$ cat config.mk
export PLATFORM = sky130hd
export DESIGN_NAME = cfg_i2c_slave
export DESIGN_NICKNAME = d
export VERILOG_FILES = /design/src/rtl/cfg_i2c_slave.sv
export SDC_FILE = /design/constraint.sdc
export NUM_CORES = 1
export LEC_CHECK = 0
export ABC_AREA = 1
export BUFFER_PORTS_ARGS = -buffer_cell sky130_fd_sc_hd__buf_2
export CAP_MARGIN = 20
export CORE_ASPECT_RATIO = 0.5
export CORE_MARGIN = 3
export CORE_UTILIZATION = 60
export CTS_BUF_LIST = sky130_fd_sc_hd__clkbuf_8
export DETAILED_ROUTE_END_ITERATION = 16
export GPL_TIMING_DRIVEN = 0
export PLACE_DENSITY = 0.86
export SLEW_MARGIN = 20
export SYNTH_ARGS = -nofsm -noshare
export SYNTH_HDL_FRONTEND = slang
export SYNTH_SLANG_ARGS = --single-unit
$ cat constraint.sdc
create_clock -name clk -period 2.4 [get_ports clk]
set_clock_uncertainty 0.1 [all_clocks]
set_input_delay 0.12 -clock clk [delete_from_list [all_inputs] [get_ports clk]]
set_output_delay 0.12 -clock clk [all_outputs]
set_load 0.1 [all_outputs]
$ cat src/rtl/cfg_i2c_slave.sv
module cfg_i2c_slave #(
  parameter logic [6:0] DEV_ADDR = 7'h6A,
  parameter int         FILT_LEN = 3,
  parameter logic [7:0] RST0     = 8'h6F,
  parameter logic [7:0] RST1     = 8'h3F
) (
  input  logic       clk,
  input  logic       rst_n,
  input  logic       scl_i,
  input  logic       sda_i,
  output logic       sda_oe,
  output logic [7:0] cfg0,
  output logic [7:0] cfg1,
  output logic       main_en,
  output logic       aux_en,
  output logic       aux_sel48
);

  localparam logic [1:0] NREG = 2'd2;

  typedef enum logic [2:0] {S_IDLE, S_ADDR, S_INDEX, S_COUNT, S_WDATA, S_TXCNT, S_TXDAT} st_t;

  logic [1:0]          scl_s, sda_s;
  logic [FILT_LEN-1:0] scl_h, sda_h;
  logic                scl_f, sda_f, scl_q, sda_q;

  always_ff @(posedge clk or negedge rst_n) begin
    if (!rst_n) begin
      scl_s <= '1; sda_s <= '1;
      scl_h <= '1; sda_h <= '1;
      scl_f <= 1'b1; sda_f <= 1'b1;
      scl_q <= 1'b1; sda_q <= 1'b1;
    end else begin
      scl_s <= {scl_s[0], scl_i};
      sda_s <= {sda_s[0], sda_i};
      scl_h <= {scl_h[FILT_LEN-2:0], scl_s[1]};
      sda_h <= {sda_h[FILT_LEN-2:0], sda_s[1]};
      if (&scl_h) scl_f <= 1'b1; else if (~|scl_h) scl_f <= 1'b0;
      if (&sda_h) sda_f <= 1'b1; else if (~|sda_h) sda_f <= 1'b0;
      scl_q <= scl_f;
      sda_q <= sda_f;
    end
  end

  wire start_c  = scl_f & scl_q & sda_q & ~sda_f;
  wire stop_c   = scl_f & scl_q & ~sda_q & sda_f;
  wire scl_rise = scl_f & ~scl_q;
  wire scl_fall = ~scl_f & scl_q;

  st_t        st, nxt_st;
  logic [3:0] bitn;
  logic [7:0] shreg, txsh;
  logic       in_ack, ack_drv, mack;
  logic [1:0] ptr, remain;

  wire        tx_st   = (st == S_TXCNT) || (st == S_TXDAT);
  wire [7:0]  rd_byte = (ptr == 2'd0) ? cfg0 : (ptr == 2'd1) ? cfg1 : 8'hFF;
  wire        addr_hit = (shreg[7:1] == DEV_ADDR);
  wire        idx_ok   = (shreg < {6'd0, NREG});
  wire        cnt_ok   = (shreg != 8'd0) && (shreg <= {6'd0, NREG});
  wire        dat_ok   = (remain != 2'd0) && (ptr < NREG);

  assign sda_oe    = (in_ack & ack_drv) | (tx_st & ~in_ack & ~txsh[7]);
  assign main_en   = cfg0[0];
  assign aux_en    = cfg0[1];
  assign aux_sel48 = cfg1[7];

  always_ff @(posedge clk or negedge rst_n) begin
    if (!rst_n) begin
      st <= S_IDLE; nxt_st <= S_IDLE;
      bitn <= '0; shreg <= '0; txsh <= '1;
      in_ack <= 1'b0; ack_drv <= 1'b0; mack <= 1'b0;
      ptr <= '0; remain <= '0;
      cfg0 <= RST0 | 8'h01;
      cfg1 <= RST1;
    end else if (start_c) begin
      st <= S_ADDR; bitn <= '0; in_ack <= 1'b0; ack_drv <= 1'b0; txsh <= '1;
    end else if (stop_c) begin
      st <= S_IDLE; bitn <= '0; in_ack <= 1'b0; ack_drv <= 1'b0; txsh <= '1;
    end else begin
      case (st)
        S_IDLE: ;
        S_TXCNT, S_TXDAT: begin
          if (!in_ack) begin
            if (scl_fall) begin
              if (bitn == 4'd7) begin
                in_ack <= 1'b1;
                bitn   <= '0;
              end else begin
                txsh <= {txsh[6:0], 1'b1};
                bitn <= bitn + 4'd1;
              end
            end
          end else begin
            if (scl_rise) mack <= ~sda_f;
            if (scl_fall) begin
              in_ack <= 1'b0;
              if (mack) begin
                st   <= S_TXDAT;
                txsh <= rd_byte;
                if (ptr < NREG) ptr <= ptr + 2'd1;
              end else begin
                st   <= S_IDLE;
                txsh <= '1;
              end
            end
          end
        end
        default: begin
          if (!in_ack) begin
            if (scl_rise && bitn != 4'd8) begin
              shreg <= {shreg[6:0], sda_f};
              bitn  <= bitn + 4'd1;
            end
            if (scl_fall && bitn == 4'd8) begin
              in_ack <= 1'b1;
              bitn   <= '0;
              case (st)
                S_ADDR: begin
                  ack_drv <= addr_hit;
                  nxt_st  <= !addr_hit ? S_IDLE : (shreg[0] ? S_TXCNT : S_INDEX);
                end
                S_INDEX: begin
                  ack_drv <= idx_ok;
                  nxt_st  <= idx_ok ? S_COUNT : S_IDLE;
                  if (idx_ok) ptr <= shreg[1:0];
                end
                S_COUNT: begin
                  ack_drv <= cnt_ok;
                  nxt_st  <= cnt_ok ? S_WDATA : S_IDLE;
                  if (cnt_ok) remain <= shreg[1:0];
                end
                default: begin
                  ack_drv <= dat_ok;
                  nxt_st  <= S_WDATA;
                  if (dat_ok) begin
                    if (ptr == 2'd0) cfg0 <= {shreg[7:1], 1'b1};
                    else             cfg1 <= shreg;
                    ptr    <= ptr + 2'd1;
                    remain <= remain - 2'd1;
                  end
                end
              endcase
            end
          end else if (scl_fall) begin
            in_ack  <= 1'b0;
            ack_drv <= 1'b0;
            st      <= nxt_st;
            if (nxt_st == S_TXCNT) txsh <= 8'd2 - {6'd0, ptr};
          end
        end
      endcase
    end
  end

  AST_MAIN_EN_HELD: assert property (@(posedge clk) disable iff (!rst_n) main_en);
  AST_SDA_MOVES_SCL_LOW: assert property (@(posedge clk) disable iff (!rst_n)
    (sda_oe != $past(sda_oe)) |-> !scl_f);
  AST_IDLE_QUIET: assert property (@(posedge clk) disable iff (!rst_n)
    (st == S_IDLE) |-> !sda_oe);
  AST_CFG_ONLY_ON_WRITE: assert property (@(posedge clk) disable iff (!rst_n)
    ((cfg0 != $past(cfg0)) || (cfg1 != $past(cfg1))) |-> $past(st == S_WDATA));
  AST_TX_RELEASE_ACK: assert property (@(posedge clk) disable iff (!rst_n)
    (tx_st && in_ack) |-> !sda_oe);

endmodule

Word level (Yosys, flattened, before mapping)

Index checks and enable logic that the tools add are counted.

Memories kept: 0
Bits in latches: 0
Output and inout bits: 20
Memory bits (writable): 0
Memory bits (read-only): 0
Word-level logic and storage cells: 184
Register bits after elaboration: 62

Multipliers: 0
$lt $le $gt $ge: 3
Equality and inequality tests: 27
Div/mod/pow operators: 0
Bitwise operators: 24
Multiplexer cells: 68
Add/subtract/negate cells: 4
Shift operators: 0
Reduce and logical (&&, ||, !) cells: 38

Operators by type and width:

| kind                                                | number |
|---|---|
| 2-to-1 mux 8 bit                                    | 12 |
| 2-to-1 mux 4 bit                                    | 8 |
| 2-to-1 mux 3 bit                                    | 10 |
| AND reduction 8 bit                                 | 3 |
| 2-to-1 mux 2 bit                                    | 11 |
| 2-to-1 mux 1 bit                                    | 18 |
| inequality test 4 bit, second input constant        | 4 |
| case mux 8 bit (2 select lines)                     | 1 |
| AND reduction 5 bit                                 | 3 |
| inequality test 2 bit, second input constant        | 7 |
| inverter 1 bit                                      | 13 |
| case mux 2 bit (2 select lines)                     | 3 |
| AND reduction 12 bit                                | 1 |
| AND reduction 3 bit                                 | 4 |
| nonzero test 4 bit                                  | 3 |
| OR reduction 3 bit                                  | 4 |
| bitwise AND 1 bit                                   | 10 |
| equality test 3 bit, second input constant          | 3 |
| inequality test 3 bit, second input constant        | 3 |
| case mux 3 bit (3 select lines)                     | 1 |
| nonzero test 3 bit                                  | 3 |
| <= comparator 8 x 2 -> 1 bit, second input constant | 1 |
| < comparator 8 x 2 -> 1 bit, second input constant  | 1 |
| case mux 4 bit (2 select lines)                     | 1 |
| other kinds (27)                                    | 36 |

Longest topological paths before layout

Depth in word-level cells: 9
Gate-level depth with buffers: 11

Worst setup path after synthesis

No wires, ideal clock.

Path kind: register to output
Start point: register st[1]
End point: output sda_oe
Path slack: -0.878 ns
Path buffers: 0
Data required time: 2.180 ns
Cell stages (with the launch flop): 6
Data arrival time: 3.058 ns
Cells stage by stage: dfrtp_1 nand2_4 nand2_1 nor2_4 nand2_1 o21ai_0

Word-level cells in the longest chain between the ends: 5
Elaborated cells between the ends (all ways): 6

Ends and longest elaborated chain:

| element                          | line | RTL |
|---|---|---|
| start, declared                  | 50   | `st_t st, nxt_st;` |
| start signal, assigned           | 148  | `st <= nxt_st;` |
| equality test 3 bit              | 56   | `wire tx_st = (st == S_TXCNT) \|\| (st == S_TXDAT);` |
| logical OR 1 bit *               | 56   |  |
| bitwise AND 1 bit * (2 in a row) | 63   | `assign sda_oe = (in_ack & ack_drv) \| (tx_st & ~in_ack & ~txsh[7]);` |
| bitwise OR 1 bit *               | 63   |  |
| end, declared                    | 11   | `output logic sda_oe,` |

Mark *: on every way between the ends. The rest lies on a longest branch, timed or not.

Worst setup path in the final report

Same ends and word-level chain as after synthesis.

==> metrics.txt <==
global-route total usage across every layer=approximately a quarter; Yosys warning count=0; horizontal die dimension=around 120 um; wire length of the first global-routing pass=between 10 and 15 mm; arrival time reported for the critical path endpoint=2.03 ns; number of nets in the layout=slightly below 500; effective utilization at floorplan=between 60% and 70%; H-tree levels=3; result of the run=finished clean; setup TNS=0 ns; Hold Path Depth=0; PwrDens=between 900 and 1000 nW/um2; Detailed Route Iter0 Violations=between 200 and 250; achievable frequency=roughly 0.44 GHz; number of antenna violations at the first check in global routing=0; sum of net half-perimeters after detailed placement=about 5.6 mm; number of max-cap violations=0; clock slew at reported path FFs=0.07 ns; least setup slack across all paths after layout=~0.15 ns; wire length after detailed routing=7.80 mm; Die Ht=between 60 and 70 um; part of the Yosys area used for sequential elements=44.5%; slew at the pin closest to its max-slew limit=~0.78 ns; max_slew headroom=48.2%; CP Launch Type=flop; remaining design rule violation count=0; layout cell share with drive strength beyond 1=between 20 and 30%; overall die area=6980 um2; largest vdd supply drop=between 600 and 700 uV; Core Box Area=between 5000 and 6000 um2; count of inserted antenna diode cells=0; post-route fraction of the period consumed by the critical path=93.7%; clock tree from TritonCTS=yes; total of flip-flops plus latches after synthesis=62; r2r setup slk=around 0.36 ns; worst-case reg-to-reg path depth=11; Synth Cell Area=about 3600 um2; Row Count=19; router iterations before antenna repair=5; Top-Level Pins=24; worst setup slack before clock tree synthesis=about 0.4 ns; number of instances resized during post-cts repair=0; remaining antenna violation count=0; instance area after placement=roughly 3800 um2; number of vias per cell=5.47; worst min-delay path category=reg -> reg; final max-slew violation count=0; non-filler cells in the finished layout=roughly 550; endpoint of the worst register-to-register path=cfg0[7]$_DFFE_PN0P_; number of buffers on the longest clock path=2; number of library cell types mapped by synthesis=35; clock root buffer=sky130_fd_sc_hd__clkbuf_8; CP Max Fanout=6; Post-Place Cells=between 500 and 600; footprint of the multi-input gates=about 1700 um2; routability congestion estimate from global placement=roughly 0.9; layout filler cell count=about 430; endpoints failing hold=0; final-report setup violation count=0; endpoint of the worst hold-timing path=scl_h[0]$_DFF_PN1_; sequential standard cell area=1590 um2; unrepaired setup endpoints after global routing=no; reg-to-reg critical path startpoint=ptr[0]$_DFFE_PN0P_; maximum number of pins on one net before global-route repair=63; PortBufs=21; required time worst endpoint=around 2.2 ns; Worst Hold Launch=scl_s[1]$_DFF_PN1_; Hold Buf Count CTS=3; design area=slightly above 4000 um2; count of clock tree sinks=62; number of buffers inserted to repair setup after CTS=0; per-instance average area after synthesis=8.17 um2; clock latency on the worst-skew pair=around 0.35 ns; relative area change from synthesis to final layout=12.4%; number of cells produced by synthesis=438; final period demand of the worst path=approximately 2.2 ns; Setup crit end kind=primary output; critical path start-end classification=reg -> out; total vias in the final route=just over 3000; vias in the first global route=2716; global-route congestion overflow total=0; TritonCTS Buffers=9; Static Leakage=1.95 nW; final routed wire length divided by cell count=between 10 and 15 um
## per-stage QoR
stage | power, mW | hold slack [ns] | utilization (%)
5_1_grt | 4.04 | 0.262 | 71.7
3_3_place_gp | 2.79 | 0.124 | 67.4
2_1_floorplan | 2.53 | -0.276 | -
4_1_cts | 3.79 | 0.259 | 71.7
3_5_place_dp | 2.83 | 0.126 | 67.5
6_report | 3.77 | 0.258 | 71.7
## metal layers
metal / GRT usage [%] / wire [um]
met1: 35.6 / 3700
met2: 37.3 / 3350
met3: 7.17 / 644
met4: 7.36 / 103
met5: 0 / 0
## final cells by class
cell class | instances | area share [%]
inverter | 49 | 4.63
clock buffer | 10 | 3.42
timing repair buffer | 24 | 3.42
clock inverter | 6 | 1.74
sequential | 62 | 39.6
multi-input combinational | 317 | 42.4
tap | 73 | 2.27
buffer | 11 | 2.49
## how the worst max path moves through the flow
| stage | from | end | slack, ns | depth (start not counted) |
|---|---|---|---|---|
| 6_report | st[1]$_DFFE_PN0P_ | sda_oe | 0.15 | 6 |
| 5_1_grt | st[1]$_DFFE_PN0P_ | sda_oe | 0.02 | 6 |
| 4_1_cts | st[1]$_DFFE_PN0P_ | sda_oe | 0.15 | 6 |
| 3_5_place_dp | ptr[0]$_DFFE_PN0P_ | cfg0[7]$_DFFE_PN0P_ | 0.39 | 11 |
| 3_3_place_gp | ptr[0]$_DFFE_PN0P_ | cfg0[7]$_DFFE_PN0P_ | 0.46 | 11 |
| 2_1_floorplan | st[1]$_DFFE_PN0P_ | sda_oe | 0.40 | 5 |
## placed cells by master, fill, tap and decap left out, drive strengths merged
cell         instances
dlygate4sd3          3
ha                   7
a21oi               16
o211ai               5
bufinv               1
o22ai                2
xor2                 1
or2                  1
nand4                7
clkbuf              10
nand2              145
o21ai               52
dfstp               33
nor2                43
nor3                 8
a31oi                2
conb                 2
dfrtp               29
nand3               26
buf                 32
clkinv               1
inv                 50
clkinvlp             3
## synth_stat cells
cell                         n  area, um2
sky130_fd_sc_hd__dfstp_2    33        867
sky130_fd_sc_hd__xor2_1      1       8.76
sky130_fd_sc_hd__nand3_1    22        110
sky130_fd_sc_hd__nor2_1     32        120
sky130_fd_sc_hd__a21oi_2     1       8.76
sky130_fd_sc_hd__o21ai_1     9       45.0
sky130_fd_sc_hd__nor3_1      7       35.0
sky130_fd_sc_hd__nand3_4     3       52.6
sky130_fd_sc_hd__o21ai_2    20        175
sky130_fd_sc_hd__inv_1      41        154
sky130_fd_sc_hd__buf_2       2       10.0
sky130_fd_sc_hd__nand4_4     1       21.3
sky130_fd_sc_hd__nor2_4      5       56.3
sky130_fd_sc_hd__o22ai_1     2       12.5
sky130_fd_sc_hd__buf_4       4       30.0
sky130_fd_sc_hd__buf_6       4       45.0
sky130_fd_sc_hd__nand3_2     1       10.0
sky130_fd_sc_hd__a21oi_1    15       75.1
sky130_fd_sc_hd__nand2_1   133        499
sky130_fd_sc_hd__inv_4       1       6.26
sky130_fd_sc_hd__o211ai_1    5       37.5
sky130_fd_sc_hd__a31oi_1     2       12.5
sky130_fd_sc_hd__ha_1        7       87.6
sky130_fd_sc_hd__nand2_4     4       45.0
sky130_fd_sc_hd__inv_2       7       26.3
sky130_fd_sc_hd__nor2_8      2       40.0
sky130_fd_sc_hd__conb_1      1       3.75
sky130_fd_sc_hd__dfrtp_1    29        726
sky130_fd_sc_hd__nand2_2     8       50.1
sky130_fd_sc_hd__or2_1       1       6.26
sky130_fd_sc_hd__buf_8       1       15.0
sky130_fd_sc_hd__nand4_1     6       37.5
sky130_fd_sc_hd__o21ai_0    23        115
sky130_fd_sc_hd__nor2_2      4       25.0
sky130_fd_sc_hd__nor3_2      1       10.0
## critical path, cell delays in order (launching register included)
cell and delay [ns]:
sky130_fd_sc_hd__dfrtp_1 0.50, sky130_fd_sc_hd__nand2_4 0.14, sky130_fd_sc_hd__nand2_1 0.09, sky130_fd_sc_hd__nor2_4 0.22
sky130_fd_sc_hd__nand2_1 0.16, sky130_fd_sc_hd__o21ai_2 0.13, sky130_fd_sc_hd__buf_2 0.43
## kinds of logic after synthesis
kind of cell             synth area share [%]
AND/OR/NAND/NOR                          31.2
AO/OA/AOI/OAI                            13.5
flip-flops                               44.5
buffers and inverters                    8.00
adder cells (fa/ha/maj)                  2.45
XOR/XNOR                                0.245
other                                   0.105
## state kept, by name, summed over array words and instances, names as in the netlist, 3 cells and up
name / cells
bitn: 4
cfg0: 7
cfg1: 8
nxt_st: 3
scl_h: 3
sda_h: 3
shreg: 8
st: 3
txsh: 8
## where the power goes
part	internal (mW)	leakage (nW)	switching (mW)	total (mW)
sequential	1.28	0.738	0.196	1.48
combinational	0.424	1.12	0.925	1.35
clock	0.512	0.0951	0.437	0.949
Power figures use the tool's default switching activity.
